### config.mk
export PLATFORM = sky130hd
export DESIGN_NAME = nmi_ctrl_top
export DESIGN_NICKNAME = d
export VERILOG_FILES = /design/src/rtl/nmi_ctrl_pkg.sv /design/src/rtl/nmi_event_gen.sv /design/src/rtl/nmi_cause_reg.sv /design/src/rtl/board_reset_gen.sv /design/src/rtl/nmi_ctrl_top.sv
export SDC_FILE = /design/constraint.sdc
export NUM_CORES = 1
export LEC_CHECK = 0
export ABC_CLOCK_PERIOD_IN_PS = 3600
export CAP_MARGIN = 20
export CORE_AREA = 5 5 42 44
export DETAILED_ROUTE_END_ITERATION = 8
export DIE_AREA = 0 0 47 49
export DONT_BUFFER_PORTS = 1
export PLACE_DENSITY_LB_ADDON = 0.08
export SLEW_MARGIN = 20
export SYNTH_ARGS = -nofsm -noshare
export SYNTH_HDL_FRONTEND = slang
export SYNTH_SLANG_ARGS = --single-unit
### constraint.sdc
create_clock -name clk -period 3.6 [get_ports clk]
set_clock_uncertainty 0.05 [all_clocks]
set_input_delay 0.54 -clock clk [delete_from_list [all_inputs] [get_ports clk]]
set_output_delay 0.54 -clock clk [all_outputs]
set_load 0.05 [all_outputs]
### src/rtl/nmi_ctrl_pkg.sv
package nmi_ctrl_pkg;

    localparam logic [31:0] OFS_CAUSE = 32'h40;
    localparam logic [31:0] OFS_ACK   = 32'h48;
    localparam logic [31:0] OFS_BRST  = 32'h50;
    localparam logic [7:0]  BRST_KEY  = 8'h4D;

    typedef enum logic [1:0] {
        SEL_NONE,
        SEL_CAUSE,
        SEL_ACK,
        SEL_BRST
    } reg_sel_e;

    // bit 0: event flag, bit 1: write-error
    typedef struct packed {
        logic werr;
        logic flag;
    } cause_t;

    function automatic reg_sel_e decode_sel(input logic [31:0] ofs);
        reg_sel_e s;
        if (ofs == OFS_CAUSE)      s = SEL_CAUSE;
        else if (ofs == OFS_ACK)   s = SEL_ACK;
        else if (ofs == OFS_BRST)  s = SEL_BRST;
        else                       s = SEL_NONE;
        return s;
    endfunction

endpackage

### src/rtl/nmi_event_gen.sv
module nmi_event_gen #(
    parameter int NUM_SRC = 4
) (
    input  logic               clk,
    input  logic               rst,
    input  logic               btn_lvl,
    input  logic [NUM_SRC-1:0] werr_in,
    input  logic               flag_q,
    output logic               set_ev,
    output logic               werr_any,
    output logic               nmi_pulse
);

    logic cond;
    logic cond_q;

    assign werr_any = |werr_in;
    // button is masked while a previous event is unacknowledged
    assign cond     = (btn_lvl & ~flag_q) | werr_any;
    assign set_ev   = cond & ~cond_q;

    always_ff @(posedge clk) begin
        if (rst) begin
            cond_q    <= 1'b0;
            nmi_pulse <= 1'b0;
        end else begin
            cond_q    <= cond;
            nmi_pulse <= set_ev;
        end
    end

    assert_nmi_single_R6: assert property (@(posedge clk) disable iff (rst)
        nmi_pulse |=> !nmi_pulse);

    assert_btn_masked_R4: assert property (@(posedge clk) disable iff (rst)
        (flag_q && !werr_any) |=> !nmi_pulse);

endmodule

### src/rtl/nmi_cause_reg.sv
module nmi_cause_reg
    import nmi_ctrl_pkg::*;
(
    input  logic   clk,
    input  logic   rst,
    input  logic   set_ev,
    input  logic   werr_any,
    input  logic   ack_clr,
    output cause_t cause_q
);

    always_ff @(posedge clk) begin
        if (rst) begin
            cause_q <= '0;
        end else begin
            if (ack_clr) cause_q <= '0;
            // a new event overrides a same-cycle acknowledge
            if (set_ev)   cause_q.flag <= 1'b1;
            if (werr_any) cause_q.werr <= 1'b1;
        end
    end

    assert_ack_clears_R7: assert property (@(posedge clk) disable iff (rst)
        (ack_clr && !set_ev && !werr_any) |=> (cause_q == '0));

    assert_set_wins_R8: assert property (@(posedge clk) disable iff (rst)
        set_ev |=> cause_q.flag);

    assert_hold_R9: assert property (@(posedge clk) disable iff (rst)
        (!ack_clr && !set_ev && !werr_any) |=> $stable(cause_q));

endmodule

### src/rtl/board_reset_gen.sv
module board_reset_gen #(
    parameter int PULSE_LEN = 16
) (
    input  logic clk,
    input  logic rst,
    input  logic trig,
    output logic board_rst
);

    localparam int CW = $clog2(PULSE_LEN + 1);
    localparam logic [CW-1:0] LOAD = CW'(PULSE_LEN);

    logic [CW-1:0] cnt_q;

    always_ff @(posedge clk) begin
        if (rst)               cnt_q <= '0;
        else if (trig)         cnt_q <= LOAD;
        else if (cnt_q != '0)  cnt_q <= cnt_q - 1'b1;
    end

    assign board_rst = (cnt_q != '0);

    assert_key_starts_R10: assert property (@(posedge clk) disable iff (rst)
        trig |=> board_rst);

    assert_idle_quiet_R11: assert property (@(posedge clk) disable iff (rst)
        (!trig && !board_rst) |=> !board_rst);

    assert_cnt_bound_R12: assert property (@(posedge clk) disable iff (rst)
        cnt_q <= LOAD);

endmodule

### src/rtl/nmi_ctrl_top.sv
module nmi_ctrl_top
    import nmi_ctrl_pkg::*;
#(
    parameter int NUM_SRC   = 4,
    parameter int ADDR_W    = 12,
    parameter int DATA_W    = 32,
    parameter int PULSE_LEN = 16
) (
    input  logic               clk,
    input  logic               rst,
    input  logic               btn_lvl,
    input  logic [NUM_SRC-1:0] werr_in,
    input  logic               wr_en,
    input  logic [ADDR_W-1:0]  wr_addr,
    input  logic [7:0]         wr_data,
    input  logic [ADDR_W-1:0]  rd_addr,
    output logic [DATA_W-1:0]  rd_data,
    output logic               nmi_pulse,
    output logic               board_rst
);

    localparam int RSV_W = DATA_W - $bits(cause_t);

    reg_sel_e wsel;
    reg_sel_e rsel;
    cause_t   cause_q;
    logic     set_ev;
    logic     werr_any;
    logic     ack_clr;
    logic     brst_trig;

    assign wsel      = decode_sel(32'(wr_addr));
    assign rsel      = decode_sel(32'(rd_addr));
    assign ack_clr   = wr_en && (wsel == SEL_ACK) && wr_data[0];
    assign brst_trig = wr_en && (wsel == SEL_BRST) && (wr_data == BRST_KEY);

    nmi_event_gen #(.NUM_SRC(NUM_SRC)) u_evt (
        .clk       (clk),
        .rst       (rst),
        .btn_lvl   (btn_lvl),
        .werr_in   (werr_in),
        .flag_q    (cause_q.flag),
        .set_ev    (set_ev),
        .werr_any  (werr_any),
        .nmi_pulse (nmi_pulse)
    );

    nmi_cause_reg u_cause (
        .clk      (clk),
        .rst      (rst),
        .set_ev   (set_ev),
        .werr_any (werr_any),
        .ack_clr  (ack_clr),
        .cause_q  (cause_q)
    );

    board_reset_gen #(.PULSE_LEN(PULSE_LEN)) u_brst (
        .clk       (clk),
        .rst       (rst),
        .trig      (brst_trig),
        .board_rst (board_rst)
    );

    always_comb begin
        rd_data = '0;
        if (rsel == SEL_CAUSE) rd_data = {{RSV_W{1'b0}}, cause_q};
    end

    assert_nmi_flag_R2: assert property (@(posedge clk) disable iff (rst)
        nmi_pulse |-> cause_q.flag);

    assert_rsv_zero_R11: assert property (@(posedge clk) disable iff (rst)
        rd_data[DATA_W-1:2] == '0);

endmodule

==> metrics, run 1 <==
Layout Nets 130; Met3 Wirelength 209 um; post_cts resized 0; commonest non-fill, non-tap cell in the layout conb_1; final-report max-slew violation count 0; top cell type by total area after synthesis buf_4; Routed Antenna Nets 0; CP cell instances nor4b_1 > nand3_1 > nor2_1; Worst Tran Pin Value 0.877 ns; Power Density 733 mW/mm2; Post-CTS Setup Inserts 0; Final Worst Setup Slack 1.37 ns; drt drc 0; most frequent cells in the layout conb_1 (30), dfxtp_1 (9), inv_1 (6), nor2_1 (6); cell area after synthesis 732 um2; arrival time at the worst endpoint 1.64 ns; Setup TNS 0 ns; drt pass-1 iters 4; core region area 0.00140 mm2; crit path launch type input pin; worst setup path startpoint rd_addr[3]; fmax 0.448 GHz; vias in the first global route 445; Routed WL 1.32 mm; Hold Fails Final Rpt 0; CTS tree built; critical path type input pin to primary output; Yosys reg bits 9; net switching power 235 uW; top routing layer used met3; via count 481; Tcrit/Tclk final 0.620; largest net degree at the start of global routing 9; worst skew pair latency 0.26 ns; ratio of cells with drive above 1 in the final layout 0.0795; gr ovfl total 0; status finished clean; total power 482 uW; first-pass GRT wire length 1.84 mm; Yosys cell types 25; Hold Crit Start rst; Max-Cap Viols 0; worst vdd ir 0.381 mV; Synth Area per Inst 8.51 um2; DRT iter0 DRCs 7; final cell count without fillers 104; die height 49 um; H-tree depth 1; DR WL met2 694 um; placed cells 100; Yosys top cell area share 0.308; GPL Wtd Cong 0.670; CP peak stage delay 0.69 ns; final setup fails 0; Worst setup EP type primary output; Metal-1 WL 416 um; Int Power 247 uW; deepest clock path buffer count 2; WL/cell 12.7 um; Logic pwr share 0.527; Pleak 0.323 nW; row cnt 14; top cells by area, synth buf_4 (31%), dfxtp_1 (25%), nor4b_4 (6.5%); pre-CTS setup slack 1.35 ns; slowest CP cell nor2_1; Die Width 47 um; RSZ-0062 raised after global routing false; Register-to-Register Path Depth 6; initial antenna violation count 0; worst hold path class input pin to flop; Max-slew headroom 0.413; R2R Path Start u_brst.cnt_q[0]; total of warnings raised by yosys 0; Hold EP u_cause.cause_q[1]; Worst R2R Setup Slack 2.20 ns; Crit Reg-Reg Endpoint u_brst.cnt_q[1]; clk sink count 9; Total Routing Usage GR 0.107; switching share of power 0.488; sequential-to-total area share from yosys stat 0.246; Flop pwr share 0.315; maximum fanout along the worst path 2; min cycle time layout 2.23 ns; Clk pin slew, worst setup/hold paths 0.06 ns; DP HPWL 1.19 mm; Mapped Cells 86; CTS Hold Bufs 0; power share of the clock group 0.158; vias per inst 4.63; io pins 74; Num CTS Buffers 3; Root Buffer clkbuf_4; area growth from synthesis to layout -10.1%; CP required 3.01 ns; Hold Path Stages 1; Ant. Diodes 0; Die ar. 0.00230 mm2; initial core utilization 0.522; I/O Buffers 0
==> cells by family after synthesis <==
logic type / share of synthesized area
buf+inv: 0.344
simple gates: 0.285
flops: 0.246
compound gates: 0.0667
xor+xnor: 0.0359
fa+ha+maj: 0.0171
other cells: 0.00512
==> worst max-delay path, delay by kind of cell <==
family,cells,cell delay [ns]
and+or+nand+nor,3,1.11
==> cell type report <==
| class | count | area [um2] |
|---|---|---|
| Tap cell | 16 | 20.0 |
| Sequential cell | 9 | 180 |
| Inverter | 6 | 22.5 |
| Fill cell | 141 | 743 |
| Multi-Input combinational cell | 69 | 409 |
| Clock buffer | 4 | 26.3 |
==> cells in the mapped netlist (all sizes together) <==
library cell   n
o21ba          1
nor4           5
and2           1
ha             1
dfxtp          9
clkbuf         1
nor4b          4
nor3           6
inv            6
a21oi          2
nand4          1
buf           30
nor2           6
o32ai          1
a21boi         1
o21ai          1
nand3          1
a21o           1
nand2b         1
xnor2          3
conb           1
nand3b         2
nand2          1
==> stage by stage <==
stage                     utilization  hold slack (ns)  instance area (um2)
after floorplan                     -            0.343                  841
after global placement          0.451            0.356                  632
after detailed placement        0.451            0.369                  632
after CTS                       0.470            0.291                  658
after global routing            0.470            0.285                  658
final                           0.470            0.300                  658
==> worst max-delay path by stage <==
stage	slack, ns	cells past startpoint	endpoint
after floorplan	1.42	3	rd_data[0]
after global placement	1.37	3	rd_data[0]
after detailed placement	1.35	3	rd_data[1]
after CTS	1.36	3	rd_data[1]
after global routing	1.28	3	rd_data[0]
final	1.37	3	rd_data[1]
==> state kept, by name, summed over array words and instances, names as in the netlist <==
name	flops
u_evt.cond_q	1
u_brst.cnt_q	5
u_evt.nmi_pulse	1
u_cause.cause_q	2
==> power groups by stage <==
stage | clock, mW | combinational [mW] | sequential (mW)
6_report | 0.0762 | 0.254 | 0.152
5_1_grt | 0.0839 | 0.278 | 0.155
4_1_cts | 0.0806 | 0.254 | 0.152
3_5_place_dp | 0 | 0.253 | 0.154
3_3_place_gp | 0 | 0.252 | 0.154
2_1_floorplan | 0 | 0.264 | 0.150
==> layer usage <==
| metal | vias to the layer above | track usage |
|---|---|---|
| met4 | 0 | 0.0829 |
| met3 | 0 | 0.0221 |
| li1 | 235 | - |
| met5 | - | 0 |
| met1 | 207 | 0.115 |
| met2 | 39 | 0.172 |
(Power assumes the default switching activity.)
==> inputs of run 2 (changes only) <==
--- a/config.mk
+++ b/config.mk
@@ -5,11 +5,11 @@
 export SDC_FILE = /design/constraint.sdc
 export NUM_CORES = 1
 export LEC_CHECK = 0
-export ABC_CLOCK_PERIOD_IN_PS = 3600
+export ABC_CLOCK_PERIOD_IN_PS = 1830
 export CAP_MARGIN = 20
-export CORE_AREA = 5 5 42 44
+export CORE_MARGIN = 5
+export CORE_UTILIZATION = 54
 export DETAILED_ROUTE_END_ITERATION = 8
-export DIE_AREA = 0 0 47 49
 export DONT_BUFFER_PORTS = 1
 export PLACE_DENSITY_LB_ADDON = 0.08
 export SLEW_MARGIN = 20
==> constraint.sdc (replaced) <==
create_clock -name clk -period 1.83 [get_ports clk]
set_clock_uncertainty 0.05 [all_clocks]
set_input_delay 0.2745 -clock clk [delete_from_list [all_inputs] [get_ports clk]]
set_output_delay 0.2745 -clock clk [all_outputs]
set_load 0.05 [all_outputs]
==> run 2 against run 1 <==
Sequential cell count stayed put. Sequential power is 98% higher. Register-to-register slack worse by 1.7 ns. Die area is 4.8% lower. Final area is 3.2% higher. First-iteration DRC count is 57% lower. Clock power is 100% higher. Combinational power is 110% higher. Sequential share of layout area is 0.86 points lower. Total power is 100% higher. Critical endpoint is now board_rst.
==> metrics, run 2 (same netlist as run 1, synthesis figures left out) <==
initial antenna violation count 0 (unchanged); area growth from synthesis to layout -7.18%; CP cell instances inv_1 > ha_1 > nor4b_4 > inv_1; largest net degree at the start of global routing 9 (unchanged); Hold WS 0.0221 ns (-0.278 ns); vias per inst 4.76 (+3.0%); gr ovfl total 0 (unchanged); Power Density 1450 mW/mm2 (+98%); arrival time at the worst endpoint 1.37 ns (-0.27 ns); DRT iter0 DRCs 3 (-4); final-report max-slew violation count 0 (unchanged); die height 46.8 um (-4.5%); H-tree depth 1 (unchanged); min cycle time layout 1.69 ns; FILL cells 120 (-15%); cell mode on critical path inv_1; CP required 1.51 ns (-1.50 ns); area occupied by multi-input gates 409 um2 (unchanged); crit path launch type flop; Setup TNS 0 ns (unchanged); drt pass-1 iters 2 (-2); final setup fails 0 (unchanged); status finished clean; Reg area 180 um2 (unchanged); io pins 74 (unchanged); Total Routing Usage GR 0.120 (+0.0130); Die Width 46.8 um (-0.39%); WL/cell 12.9 um (+1.3%); worst hold path class input pin to flop; Tcrit/Tclk final 0.924; critical path type flop to primary output; RSZ-0062 raised after global routing false; Routed Antenna Nets 0 (unchanged); Largest Register u_brst.cnt_q; most frequent cells in the layout conb_1 (30), dfxtp_1 (9), inv_1 (6), nor2_1 (6); Post-CTS Setup Inserts 0 (unchanged); Root Buffer clkbuf_4; CTS tree built; Max-Cap Viols 0 (unchanged); CTS Hold Bufs 0 (unchanged); Die ar. 0.00219 mm2 (-4.8%); post_cts resized 0 (unchanged); GPL Wtd Cong 0.731 (+9.1%); Hold Fails Final Rpt 0 (unchanged); Worst setup EP type primary output; Ant. Diodes 0 (unchanged); maximum fanout along the worst path 3 (+1); Pleak 0.339 nW (+4.9%); Clk pin slew, worst setup/hold paths 0.06 ns (about the same); Num CTS Buffers 3 (unchanged); Routed WL 1.36 mm (+3.3%); worst skew pair latency 0.26 ns (about the same); leading registers by flop count u_brst.cnt_q x5, u_cause.cause_q x2; worst vdd ir 1.14 mV (+200%); row cnt 13 (-1); I/O Buffers 0 (unchanged); DP HPWL 1.24 mm (+4.5%); drt drc 0 (unchanged); max reg flops 5 (unchanged); via count 505 (+5.0%); Layout Nets 133 (+2.3%); clk sink count 9 (unchanged); commonest non-fill, non-tap cell in the layout conb_1; total power 984 uW (+100%); deepest clock path buffer count 2 (unchanged); CP peak stage delay 0.33 ns (-0.36 ns); core region area 0.00128 mm2 (-8.3%); vias in the first global route 459 (+3.1%); slowest CP cell dfxtp_1; ratio of cells with drive above 1 in the final layout 0.110 (+0.0303); first-pass GRT wire length 1.81 mm (-1.5%); fmax 0.592 GHz; initial core utilization 0.570 (+0.0473)
==> run 2: routing by layer <==
layer | vias to the layer above | global-route usage | part of all wire
li1 | 239 | - | -
met1 | 228 | 0.126 | 0.33
met2 | 35 | 0.211 | 0.51
met3 | 3 | 0.0383 | 0.14
met4 | 0 | 0.0663 | 0.016
met5 | - | 0 | 0
==> run 2: per-stage QoR <==
| stage | setup WS (ns) | util | std cells | cell area [um2] |
|---|---|---|---|---|
| 2_1_floorplan | 0.177 | - | 115 | 841 |
| 3_3_place_gp | 0.445 | 0.508 | 102 | 653 |
| 3_5_place_dp | 0.415 | 0.508 | 102 | 653 |
| 4_1_cts | 0.123 | 0.529 | 106 | 679 |
| 5_1_grt | 0.0574 | 0.529 | 106 | 679 |
| 6_report | 0.140 | 0.529 | 106 | 679 |
==> run 2: report_power, final <==
group / internal, mW / switching (mW) / leakage (nW)
Sequential: 0.247 / 0.0549 / 0.0748
Combinational: 0.181 / 0.346 / 0.249
Clock: 0.0842 / 0.0720 / 0.0150
==> run 2: worst paths after layout <==
check | from | endpoint | slack (ns) | depth (start not counted)
max | u_brst.cnt_q[0] | board_rst | 0.14 | 4
max reg2reg | u_brst.cnt_q[0] | u_brst.cnt_q[1] | 0.46 | 7
min | rst | u_cause.cause_q[1] | 0.02 | 1
min reg2reg | u_evt.cond_q | u_evt.nmi_pulse | 0.38 | 1
==> run 2: critical path: cells and delay by family (launching register included) <==
kind,cells,cell delay (ns)
buf+inv,2,0.40
flops,1,0.33
simple gates,1,0.14
fa+ha+maj,1,0.23
==> run 2: cell type report <==
type,instances,share of cell area
Inverter,6,0.0331
Clock buffer,4,0.0387
Tap cell,15,0.0276
Sequential cell,9,0.265
Multi-Input combinational cell,69,0.602
Timing Repair Buffer,3,0.0331
==> inputs of run 3 (changes only) <==
--- a/config.mk
+++ b/config.mk
@@ -9,9 +9,10 @@
 export CAP_MARGIN = 20
 export CORE_MARGIN = 5
 export CORE_UTILIZATION = 54
+export CTS_CLUSTER_DIAMETER = 40
 export DETAILED_ROUTE_END_ITERATION = 8
 export DONT_BUFFER_PORTS = 1
-export PLACE_DENSITY_LB_ADDON = 0.08
+export PLACE_DENSITY = 0.72
 export SLEW_MARGIN = 20
 export SYNTH_ARGS = -nofsm -noshare
 export SYNTH_HDL_FRONTEND = slang
==> run 3 against run 2 <==
Clock power is 4% lower. Register-to-register slack hardly changed. Critical path type unchanged. Setup slack better by 0.0041 ns. First-iteration DRC count is 67% lower. Highest routed layer unchanged. Critical endpoint unchanged. Cell count stayed put. Largest power group unchanged. Clock-buffer cell count stayed put. Hold slack better by 0.0099 ns. Largest cell class unchanged.
==> metrics, run 3 (same netlist as run 1, synthesis figures left out) <==
status finished clean; worst hold path class input pin to flop; GPL Wtd Cong 0.696 (-4.8%); area growth from synthesis to layout -7.18% (unchanged); via count 508 (+0.59%); Total Routing Usage GR 0.120 (-0.000687); Hold Fails Final Rpt 0 (unchanged); final instance area 679 um2 (unchanged); die height 46.8 um (unchanged); Root Buffer clkbuf_4; Clk pin slew, worst setup/hold paths 0.06 ns (about the same); I/O Buffers 0 (unchanged); Power Density 1450 mW/mm2 (-0.11%); vias in the first global route 427 (-7.0%); core region area 0.00128 mm2 (unchanged); cell mode on critical path inv_1; Die Width 46.8 um (unchanged); FILL cells 137 (+14%); Post-DP Area 653 um2 (unchanged); CP required 1.51 ns (about the same); Ant. Diodes 0 (unchanged); Tcrit/Tclk final 0.921 (-0.00223); clk sink count 9 (unchanged); CTS tree built; Layout Nets 133 (unchanged); maximum fanout along the worst path 3 (unchanged); CP delay by family, top buffers and inverters; Routed WL 1.43 mm (+4.8%); CP peak stage delay 0.33 ns (about the same); drt drc 0 (unchanged); vias per inst 4.79 (+0.59%); most frequent cells in the layout conb_1 (30), dfxtp_1 (9), inv_1 (6), nor2_1 (6); Routed Antenna Nets 0 (unchanged); cell depth of the worst setup path 4 (unchanged); H-tree depth 1 (unchanged); drt pass-1 iters 2 (unchanged); Worst setup EP type primary output; Hold WS 0.0321 ns (+0.00992 ns); initial core utilization 0.570 (unchanged); RSZ-0062 raised after global routing false; Pleak 0.339 nW (unchanged); gr ovfl total 0 (unchanged); arrival time at the worst endpoint 1.36 ns (about the same); final setup fails 0 (unchanged); Setup TNS 0 ns (unchanged); Num CTS Buffers 3 (unchanged); Bufs and invs on worst path 2 (unchanged); largest net degree at the start of global routing 9 (unchanged); slowest CP cell dfxtp_1; WL/cell 13.5 um (+4.8%); Largest Register u_brst.cnt_q; critical path type flop to primary output; Die ar. 0.00219 mm2 (unchanged); final-report max-slew violation count 0 (unchanged); commonest non-fill, non-tap cell in the layout conb_1; max reg flops 5 (unchanged); Max-Cap Viols 0 (unchanged); ratio of cells with drive above 1 in the final layout 0.110 (unchanged); Post-CTS Setup Inserts 0 (unchanged); worst skew pair latency 0.26 ns (about the same); leading registers by flop count u_brst.cnt_q x5, u_cause.cause_q x2; area occupied by multi-input gates 409 um2 (unchanged); crit path launch type flop; Reg area 180 um2 (unchanged); io pins 74 (unchanged); DRT iter0 DRCs 1 (-2); DP HPWL 1.27 mm (+2.5%); deepest clock path buffer count 2 (unchanged); initial antenna violation count 0 (unchanged); fmax 0.593 GHz (+0.24%); first-pass GRT wire length 1.74 mm (-4.2%); CTS Hold Bufs 0 (unchanged); worst vdd ir 0.695 mV (-39%); utilization after layout 0.529 (unchanged); post_cts resized 0 (unchanged); min cycle time layout 1.69 ns (-0.00408 ns); CP cell instances inv_1 > ha_1 > nor4b_4 > inv_1; row cnt 13 (unchanged); Hold Path Stages 1 (unchanged); Register-to-Register Path Depth 7 (unchanged)
## run 3: per-layer routing
layer | share of wire | wire length [um] | global-route usage
met5 | 0 | 0 | 0
met4 | 0.0084 | 12 | 0.0829
met3 | 0.15 | 208 | 0.0383
met2 | 0.51 | 735 | 0.198
met1 | 0.33 | 473 | 0.128
## run 3: area by class of cell
| cell class | instances | share of cell area |
|---|---|---|
| well taps | 15 | 0.0276 |
| repair buffers | 3 | 0.0331 |
| multi-input cells | 69 | 0.602 |
| flip-flops and latches | 9 | 0.265 |
| clock buffers | 4 | 0.0387 |
| inverters | 6 | 0.0331 |
## run 3: per-stage QoR
stage	instances	worst slack (ns)	power, mW
finish	106	0.144	0.983
global route	106	0.0436	1.05
CTS	106	0.136	0.989
detailed placement	102	0.421	0.834
global placement	102	0.452	0.823
floorplan	115	0.177	0.813
## run 3: path summary, 6_finish.rpt
check | slack, ns | startpoint | to
max | 0.14 | u_brst.cnt_q[0] | board_rst
min | 0.03 | rst | u_cause.cause_q[1]
max reg2reg | 0.45 | u_brst.cnt_q[0] | u_brst.cnt_q[1]
min reg2reg | 0.37 | u_evt.cond_q | u_evt.nmi_pulse
## run 3: report_power, final
group	leakage, nW	total (mW)	internal (mW)	switching, mW
Combinational	0.249	0.533	0.182	0.351
Sequential	0.0748	0.300	0.247	0.0531
Clock	0.0150	0.150	0.0839	0.0666
Total	0.339	0.983	0.512	0.471
## run 3: worst register-to-register path, stage by stage, from the launching register on
cell	delay, ns
dfxtp_1	0.31
inv_1	0.09
ha_1	0.21
nor4b_4	0.23
buf_4	0.18
nor2_1	0.04
a21oi_1	0.11
nor3_1	0.05
